**src/rtl/phy_evt_irq_reg.sv**
```systemverilog
module phy_evt_irq_reg #(
  parameter int ADDR_W = 5,
  parameter logic [ADDR_W-1:0] REG_ADDR = 5'h12,
  parameter int CNT_W = 8
) (
  input  logic              clk,
  input  logic              rst_n,
  input  logic              link_up,
  input  logic              speed_sel,
  input  logic              full_duplex,
  input  logic              an_done,
  input  logic [CNT_W-1:0]  fc_count,
  input  logic [CNT_W-1:0]  rxerr_count,
  input  logic [ADDR_W-1:0] reg_addr,
  input  logic              reg_rd,
  input  logic              reg_wr,
  input  logic [15:0]       reg_wdata,
  input  logic              glb_irq_en,
  output logic [15:0]       reg_rdata,
  output logic              irq
);
  localparam int NEV = 6;

  logic [NEV-1:0] stat_q, en_q, ev;
  logic [4:0]     prev_q;
  logic           primed_q;
  logic           hit, rd_hit, wr_hit;

  assign hit    = (reg_addr == REG_ADDR);
  assign rd_hit = hit && reg_rd;
  assign wr_hit = hit && reg_wr;

  // live snapshot: link, speed, duplex, fc msb, rxerr msb
  logic [4:0] live;
  assign live = {link_up, speed_sel, full_duplex, fc_count[CNT_W-1], rxerr_count[CNT_W-1]};

  assign ev[5] = primed_q && (live[4] != prev_q[4]);
  assign ev[4] = primed_q && (live[3] != prev_q[3]);
  assign ev[3] = primed_q && (live[2] != prev_q[2]);
  assign ev[2] = an_done;
  assign ev[1] = primed_q && live[1] && !prev_q[1];
  assign ev[0] = primed_q && live[0] && !prev_q[0];

  always_ff @(posedge clk) begin
    if (!rst_n) begin
      stat_q   <= '0;
      en_q     <= '0;
      prev_q   <= '0;
      primed_q <= 1'b0;
    end else begin
      prev_q   <= live;
      primed_q <= 1'b1;
      stat_q   <= (rd_hit ? '0 : stat_q) | ev;
      if (wr_hit) en_q <= reg_wdata[NEV-1:0];
    end
  end

  assign reg_rdata = hit ? {2'b00, stat_q, 2'b00, en_q} : 16'h0000;
  assign irq       = glb_irq_en && |(stat_q & en_q);

  a_r6_sticky: assert property (@(posedge clk) disable iff (!rst_n)
    !rd_hit |=> ((stat_q & $past(stat_q)) == $past(stat_q)));
  a_r7_clear: assert property (@(posedge clk) disable iff (!rst_n)
    (rd_hit && ev == '0) |=> (stat_q == '0));
  a_r3_event_latch: assert property (@(posedge clk) disable iff (!rst_n)
    (ev != '0) |=> ((stat_q & $past(ev)) == $past(ev)));
  a_r8_enable_hold: assert property (@(posedge clk) disable iff (!rst_n)
    !wr_hit |=> $stable(en_q));
  a_r9_irq_gate: assert property (@(posedge clk) disable iff (!rst_n)
    irq |-> glb_irq_en);
  a_r2_reserved: assert property (@(posedge clk) disable iff (!rst_n)
    (reg_rdata[15:14] == 2'b00) && (reg_rdata[7:6] == 2'b00));
endmodule

```
**config.mk**
```make
export PLATFORM = sky130hd
export DESIGN_NAME = phy_evt_irq_reg
export DESIGN_NICKNAME = d
export VERILOG_FILES = /design/src/rtl/phy_evt_irq_reg.sv
export SDC_FILE = /design/constraint.sdc
export NUM_CORES = 1
export LEC_CHECK = 0
export ABC_AREA = 1
export BUFFER_PORTS_ARGS = -buffer_cell sky130_fd_sc_hd__buf_4
export CAP_MARGIN = 5
export CORE_MARGIN = 2
export CORE_UTILIZATION = 33
export CTS_BUF_LIST = sky130_fd_sc_hd__clkbuf_16
export DETAILED_ROUTE_END_ITERATION = 8
export PLACE_DENSITY = 0.67
export SLEW_MARGIN = 30
export SYNTH_ARGS = -nofsm -noshare
export SYNTH_HDL_FRONTEND = slang
export SYNTH_SLANG_ARGS = --single-unit
```
**constraint.sdc**
```tcl
create_clock -name clk -period 2.55 [get_ports clk]
set_clock_uncertainty 0.05 [all_clocks]
set_input_delay 0.765 -clock clk [delete_from_list [all_inputs] [get_ports clk]]
set_output_delay 0.765 -clock clk [all_outputs]
set_load 0.1 [all_outputs]
```
After elaboration in Yosys (flattened, before gate mapping)
Cells that the tools add are included.
- bitwise logic cells: 2
- reductions and logical operators: 13
- muxes and demuxes: 3
- equal/unequal tests: 4
- operators by type and width (kind ; count):
    two-way mux 14 bit ; 1
    logical AND 1 bit ; 10
    bitwise AND 6 bit ; 1
    two-way mux 6 bit ; 1
    bitwise OR 6 bit ; 1
    OR reduction 6 bit ; 1
    equality test 5 bit (second input constant) ; 1
    inequality test 1 bit ; 3
    logical NOT 1 bit ; 2
    two-way mux 1 bit ; 1
- input bits: 46
- register bits: 18
- logic and storage cells: 26

Longest topological paths before layout
Gate-level depths: netlist of the first run.
- depth after elaboration: 4
- gate-level depth with buffers: 7
- gate-level depth less buffers: 7

Least setup slack after synthesis of the first run
No wires, ideal clock.
- kind: input to output
- from: input port reg_addr[1]
- to: output port reg_rdata[10]
- buffers on the path: 1
- stages on the path: 5
- path slack: -0.813 ns
- arrival time: 2.548 ns
- cells stage by stage: inv_1 -> nor2_2 -> nand2_1 -> buf_2 -> nor2_1
- cells in the longest elaborated chain, start to end: 2
- RTL lines (item ; RTL line ; source):
    start: declaration ; 14 ; input logic [ADDR_W-1:0] reg_addr,
    equality test 5 bit ; 29 ; assign hit = (reg_addr == REG_ADDR);
    two-way mux 14 bit ; 58 ; assign reg_rdata = hit ? {2'b00, stat_q, 2'b00, en_q} : 16'h0000;
    end: declaration ; 19 ; output logic [15:0] reg_rdata,
Every way passes these cells.

Worst setup path after layout of the first run
- from: input port reg_addr[3]
- to: output port reg_rdata[11]
Same word-level chain as after synthesis.

==> impl_metrics.csv, run 1 <==
group,metric,value,unit
outcome,run_status,"complete, no violations",
critical_path,crit_path_max_incr_delay,220,ps
critical_path,worstPathRequired,1740,ps
sta,final-setup-viol-count,0,
critical_path,slowest_cell_on_the_critical_path,"sky130_fd_sc_hd__buf_6",
flow_run,drv.max_cap_violation_count,0,
power,power_per_cell_area,510.6,nW/um^2
place,io_buffer_count,34,
sta,fmax,398.8,MHz
clock_network,tritoncts_clock_tree,"built",
detailed_routing,wl_met1,764,um
place,gp_routability_congestion,0.7614,
floorplanning,core.rowCount,18,
finish,layout_commonest_cell,"sky130_fd_sc_hd__inv_1",
floorplanning,die_span_x,55.63,um
min_path,holdCritPathClass,"reg2reg",
global_route,grt_pass1_vias,849,
clock_network,cts-root-to-sink-buffers,2,
yosys,synth_top_cells_by_area,"sky130_fd_sc_hd__dfxtp_1, sky130_fd_sc_hd__inv_1, sky130_fd_sc_hd__nand2_1, sky130_fd_sc_hd__nor2_1, sky130_fd_sc_hd__nand4_1",
yosys,synth-seq-cells,18,
sta,rsz0062_at_grt,"no",
place,hpwlAfterDp,1586,um
power,power.share.sequential,0.420,
detailed_routing,dr_wl_met3,136,um
floorplanning,floorplan.initialDensity,0.3519,
power,clock_power_share,0.417,
power,combPwrFrac,0.163,
global_route,grt_overflow_total,0,
finish,final_layout_size_suffix_gt1_frac,0.3333,
critical_path,criticalPathCategory,"in2out",
sta,post-route-period-util,0.9833,
critical_path,crit_path_start,"reg_addr[3]",
yosys,post-synth-top-area-cell,"sky130_fd_sc_hd__dfxtp_1",
yosys,yosysSeqAreaShare,0.4097,
critical_path,critical_path.endpoint_type,"output pin",
critical_path,path_common_cell,"sky130_fd_sc_hd__nor2_4",
yosys,avgSynthCellArea,6.516,sq um
floorplanning,die-height,55.63,um
critical_path,worstReg2RegStart,"prev_q[3]",
power,internal_power,542.8,uW
finish,stdcell_area,1416,sq um
finish,fillCellCount,246,
clock_network,cts_num_sinks,18,
detailed_routing,dr.pass1.iters,4,
yosys,syn-cell-area,879.6,sq um
finish,num-nets-final,219,
global_route,grt_start_max_net_pins,14,
sta,hold_fails_final_rpt,0,
detailed_routing,route.final.wire_length,2015,um
detailed_routing,initialDrtViolationCount,5,
power,share_of_total_power_consumed_by_net_switching,0.2494,
detailed_routing,met2_wirelength,1083,um
sta,timing_max_transition_violations_final,0,
clock_network,cts.htree.levels,1,
yosys,yosys_warnings,0,
clock_network,ctsHoldBuffers,0,
finish,areaGrowthSynthToFinish,61.02,%
critical_path,critPathArrivalTime,1690,ps
clock_network,cts_buffers,3,
global_route,grtUsageTotal,0.1440,
min_path,hold_path_startpoint,"stat_q[2]",
global_route,grt_pass1_wl,3560,um
clock_network,clkLatencyLatePin,240,ps
yosys,postSynthCellCount,135,
finish,antenna_cells,0,
floorplanning,core_region_area,2500,sq um
critical_path,critical_path.cell_chain,"buf_4, inv_12, nand2_4, nor2_4, nand2_8, nor2_4, buf_6",
place,postPlaceCellArea,1267,sq um
critical_path,cp-start-kind,"input pin",
detailed_routing,route.top_layer_used,"met4",
clock_network,clkTransAtPathRegs,50,ps
critical_path,crit_fanout,12,
floorplanning,io_pins,63,
detailed_routing,route.detailed.vias_per_inst,4.398,
clock_network,clock-root-buffer,"sky130_fd_sc_hd__clkbuf_16",
global_route,antenna_found_initial,0,
detailed_routing,post_drt_wl_per_cell,10.02,um
yosys,synthDominantCellAreaShare,0.4097,
finish,most-common-layout-cells,"sky130_fd_sc_hd__inv_1, sky130_fd_sc_hd__nand2_1, sky130_fd_sc_hd__buf_4, sky130_fd_sc_hd__dfxtp_1, sky130_fd_sc_hd__nor2_4",
power,net_switching_power_figure,180.3,uW
sta,post-route-min-period,2507,ps
power,vdd_ir_drop_max,0.3868,mV
floorplanning,die_ar,3094,sq um
detailed_routing,drtAntennaViolNets,0,
sta,timing.setup.tns,0,ps
detailed_routing,via_count,884,
power,power.leakage,0.6832,nW
detailed_routing,drcViolationCount,0,
yosys,ys_types,17,
## critical path, delay by kind of cell
kind	cells	cell delay, ps
buffers and inverters	3	410
and+or+nand+nor	4	510
## final cells by class
| type | instances | area, sq um | area share |
|---|---|---|---|
| Sequential cell | 18 | 360.3 | 0.2544 |
| Multi-Input combinational cell | 80 | 475.5 | 0.3357 |
| Tap cell | 30 | 37.54 | 0.02650 |
| Clock buffer | 3 | 75.07 | 0.05300 |
| Timing Repair Buffer | 36 | 327.8 | 0.2314 |
| Inverter | 34 | 140.1 | 0.09894 |
## cells in the mapped netlist, drive strengths merged
cell type / instances
a21oi: 6
buf: 5
clkbuf: 1
conb: 1
dfxtp: 18
inv: 34
nand2: 31
nand3: 1
nand3b: 2
nand4: 7
nor2: 22
nor3: 1
o21ai: 3
xor2: 3
## power by group through the flow
stage / Sequential (mW) / Combinational [mW] / Clock (mW)
floorplan: 0.307 / 0.0812 / 0
global placement: 0.308 / 0.112 / 0
detailed placement: 0.309 / 0.115 / 0
CTS: 0.304 / 0.118 / 0.307
global route: 0.305 / 0.129 / 0.322
finish: 0.304 / 0.118 / 0.302
## sequential cells by signal (all words and copies together), names as in the netlist
name / count
primed_q: 1
stat_q: 6
en_q: 6
prev_q: 5
## cells by family after synthesis
kind of cell | count (synthesis) | synth area share
XOR/XNOR | 3 | 0.02988
AO/OA/AOI/OAI | 9 | 0.05121
other | 1 | 0.004263
AND/OR/NAND/NOR | 64 | 0.3158
buffers and inverters | 40 | 0.1892
flip-flops | 18 | 0.4097
## path summary, 6_finish.rpt
| kind | endpoint | slack, ps | depth (start not counted) |
|---|---|---|---|
| setup / recovery | reg_rdata[11] | 40 | 7 |
| hold / removal | stat_q[2] | 420 | 2 |
| setup reg to reg | stat_q[4] | 1790 | 3 |
| hold reg to reg | stat_q[2] | 420 | 2 |
## metal layers
| layer | GRT usage | vias to the layer above |
|---|---|---|
| li1 | - | 464 |
| met1 | 0.1597 | 382 |
| met2 | 0.2670 | 33 |
| met3 | 0.02326 | 5 |
| met4 | 0.06272 | 0 |
| met5 | 0 | - |
## what timing repair did
| action | 4_1_cts | 5_1_grt |
|---|---|---|
| resized for setup | 13 | 3 |
| endpoints found under the setup margin | 12 | 2 |
| pin swaps | 1 | 0 |
| hold endpoints to repair | 0 | 0 |
| setup buffers | 1 | 0 |
## per-stage QoR
stage	power, mW	util	hold slack (ps)	setup WS (ps)	instances
global placement	0.4203	0.5070	400.8	-135.5	197
CTS	0.7293	0.5616	422.9	45.62	201
detailed placement	0.4240	0.5070	403.2	-168.1	197
global route	0.7562	0.5666	445.3	1.237	201
finish	0.7232	0.5666	418.2	42.68	201
floorplan	0.3878	-	390.9	-163.3	138
No activity file was read; power rests on OpenSTA's default activity.
==> run 2: changes to the inputs <==
Settings changed: CORE_ASPECT_RATIO set to 1.5.
==> run 2 against run 1 <==
  * Total power is 0.18% higher
  * Flip-flop and latch count stayed put
  * Cell count is 2.5% lower
  * Sequential share of layout area is 0.18 points lower
  * Worst hold slack worse by 4.0 ps
  * Wire length is 8.8% lower
  * Core utilization is 0.92 points higher
  * Worst setup slack better by 6.3 ps
  * Combinational power hardly changed
  * Largest power group is now the clock network
==> impl_metrics.csv, run 2 (synthesis gave the netlist of run 1 again) <==
group,metric,value,unit
finish,final_layout_size_suffix_gt1_frac,0.3314,
power,vdd_ir_drop_max,0.3067,mV
power,clock_power_share,0.420,
finish,reg_top3,"en_q x6, stat_q x6, prev_q x5",
power,net_switching_power_figure,179.5,uW
power,combPwrFrac,0.162,
flow_run,drv.max_cap_violation_count,0,
place,hpwlAfterDp,1530,um
detailed_routing,drcViolationCount,0,
min_path,holdPathEnd,"stat_q[2]",
critical_path,worstReg2RegStart,"primed_q",
clock_network,tritoncts_clock_tree,"built",
sta,timing.final.ws_setup,48.96,ps
critical_path,timing.reg2reg.worst_path_depth,2,
power,power.leakage,0.6866,nW
min_path,hold_depth,2,
outcome,run_status,"complete, no violations",
detailed_routing,via_count,858,
critical_path,crit_path_max_incr_delay,200,ps
floorplanning,core_region_area,2477,sq um
clock_network,cts.htree.levels,1,
critical_path,crit_buf_inv,3,
finish,most-common-layout-cells,"sky130_fd_sc_hd__inv_1, sky130_fd_sc_hd__nand2_1, sky130_fd_sc_hd__buf_4, sky130_fd_sc_hd__dfxtp_1, sky130_fd_sc_hd__nor2_4",
finish,areaGrowthSynthToFinish,62.16,%
finish,num-nets-final,219,
power,power_per_cell_area,507.9,nW/um^2
sta,rsz0062_at_grt,"no",
clock_network,clkTransAtPathRegs,50,ps
global_route,grt_pass1_wl,3208,um
critical_path,timing.reg2reg.setup_slack,1760,ps
detailed_routing,route.detailed.vias_per_inst,4.378,
sta,fmax,399.8,MHz
detailed_routing,post_drt_wl_per_cell,9.378,um
clock_network,cts_buffers,3,
critical_path,crit_fanout,12,
min_path,holdCritPathClass,"reg2reg",
detailed_routing,dr.pass1.iters,4,
critical_path,crit-reg2reg-capture,"stat_q[0]",
floorplanning,die-height,67.23,um
critical_path,critPathArrivalTime,1690,ps
clock_network,ctsHoldBuffers,0,
power,internal_power,545.0,uW
sta,post-route-period-util,0.9808,
detailed_routing,drtAntennaViolNets,0,
power,power.share.sequential,0.419,
critical_path,critical_path.endpoint_type,"output pin",
sta,timing_max_transition_violations_final,0,
global_route,grt_start_max_net_pins,14,
floorplanning,core.rowCount,22,
detailed_routing,met2_wirelength,1020,um
detailed_routing,route.top_layer_used,"met4",
sta,post-route-min-period,2501,ps
clock_network,post-cts-setup-buffer-count,0,
detailed_routing,initialDrtViolationCount,18,
critical_path,worstPathRequired,1740,ps
clock_network,clkLatencyLatePin,240,ps
critical_path,criticalPathCategory,"in2out",
clock_network,clock-root-buffer,"sky130_fd_sc_hd__clkbuf_16",
floorplanning,die_span_x,46.16,um
critical_path,cp-start-kind,"input pin",
floorplanning,io_pins,63,
detailed_routing,route.final.wire_length,1838,um
global_route,grt_pass1_vias,818,
sta,timing.setup.tns,0,ps
detailed_routing,wl_met1,722,um
global_route,grt_overflow_total,0,
min_path,hold_path_startpoint,"stat_q[2]",
critical_path,path_common_cell,"sky130_fd_sc_hd__nor2_4",
clock_network,cts-root-to-sink-buffers,2,
global_route,antenna_found_initial,0,
floorplanning,die_ar,3103,sq um
finish,fillCellCount,231,
place,dp_slack,-56.37,ps
place,gp_routability_congestion,0.8073,
critical_path,critical_path.cell_chain,"buf_4, inv_12, nand2_4, nor2_4, nand2_8, nor2_4, buf_8",
finish,antenna_cells,0,
detailed_routing,dr_wl_met3,61,um
power,share_of_total_power_consumed_by_net_switching,0.2477,
critical_path,slowest_cell_on_the_critical_path,"sky130_fd_sc_hd__buf_8",
floorplanning,floorplan.initialDensity,0.3551,
critical_path,timing.critical_path.max_delay_family,"simple AND/OR/NAND/NOR gates",
sta,hold_fails_final_rpt,0,
finish,layout_commonest_cell,"sky130_fd_sc_hd__inv_1",
clock_network,cts_num_sinks,18,
place,io_buffer_count,34,
sta,final-setup-viol-count,0,
global_route,grtUsageTotal,0.1409,
[run 2: layer usage]
| layer | track usage | vias to the layer above |
|---|---|---|
| li1 | - | 462 |
| met1 | 0.1595 | 371 |
| met2 | 0.2413 | 23 |
| met3 | 0.01604 | 2 |
| met4 | 0.08571 | 0 |
| met5 | 0 | - |
[run 2: through the flow]
| step | hold WS (ps) | std cells | power, mW | instance area, sq um | util |
|---|---|---|---|---|---|
| after global placement | 399.1 | 192 | 0.4214 | 1267 | 0.5116 |
| after CTS | 414.2 | 196 | 0.7303 | 1409 | 0.5687 |
| final | 414.2 | 196 | 0.7245 | 1426 | 0.5758 |
| after floorplan | 390.9 | 138 | 0.3878 | 1021 | - |
| after global routing | 431.8 | 196 | 0.7533 | 1426 | 0.5758 |
| after detailed placement | 406.1 | 192 | 0.4241 | 1267 | 0.5116 |
[run 2: final cells by class]
type                       instances  area [sq um]  area share
clock buffer                       3         75.07     0.05263
clock inverter                     1         3.754    0.002632
inverter                          34         140.1     0.09825
multi-input combinational         80         480.5      0.3368
sequential                        18         360.3      0.2526
tap                               24         30.03     0.02105
timing repair buffer              36         336.6      0.2360
[run 2: how the worst max path moves through the flow]
stage | from | to | depth (start not counted)
after floorplan | reg_addr[3] | reg_rdata[0] | 5
after global placement | reg_addr[3] | reg_rdata[0] | 7
after detailed placement | reg_addr[3] | reg_rdata[0] | 7
after CTS | reg_addr[3] | reg_rdata[0] | 7
after global routing | reg_addr[3] | reg_rdata[13] | 7
final | reg_addr[3] | reg_rdata[11] | 7
[run 2: power by group through the flow]
stage,Sequential [mW],Combinational [mW],Clock [mW]
2_1_floorplan,0.307,0.0812,0
3_3_place_gp,0.308,0.113,0
3_5_place_dp,0.309,0.115,0
4_1_cts,0.303,0.118,0.309
5_1_grt,0.304,0.128,0.320
6_report,0.303,0.117,0.304
[run 2: what timing repair did]
| action | CTS | global route |
|---|---|---|
| gates resized for setup | 15 | 4 |
| endpoints found under the setup margin | 12 | 2 |
| pin swaps | 0 | 0 |
[run 2: tightest hold or removal path, delay by kind of cell (launching register included)]
family / cells / cell delay [ps]
DFF: 1 / 310
and+or+nand+nor: 1 / 60
AOI/OAI and AO/OA: 1 / 50
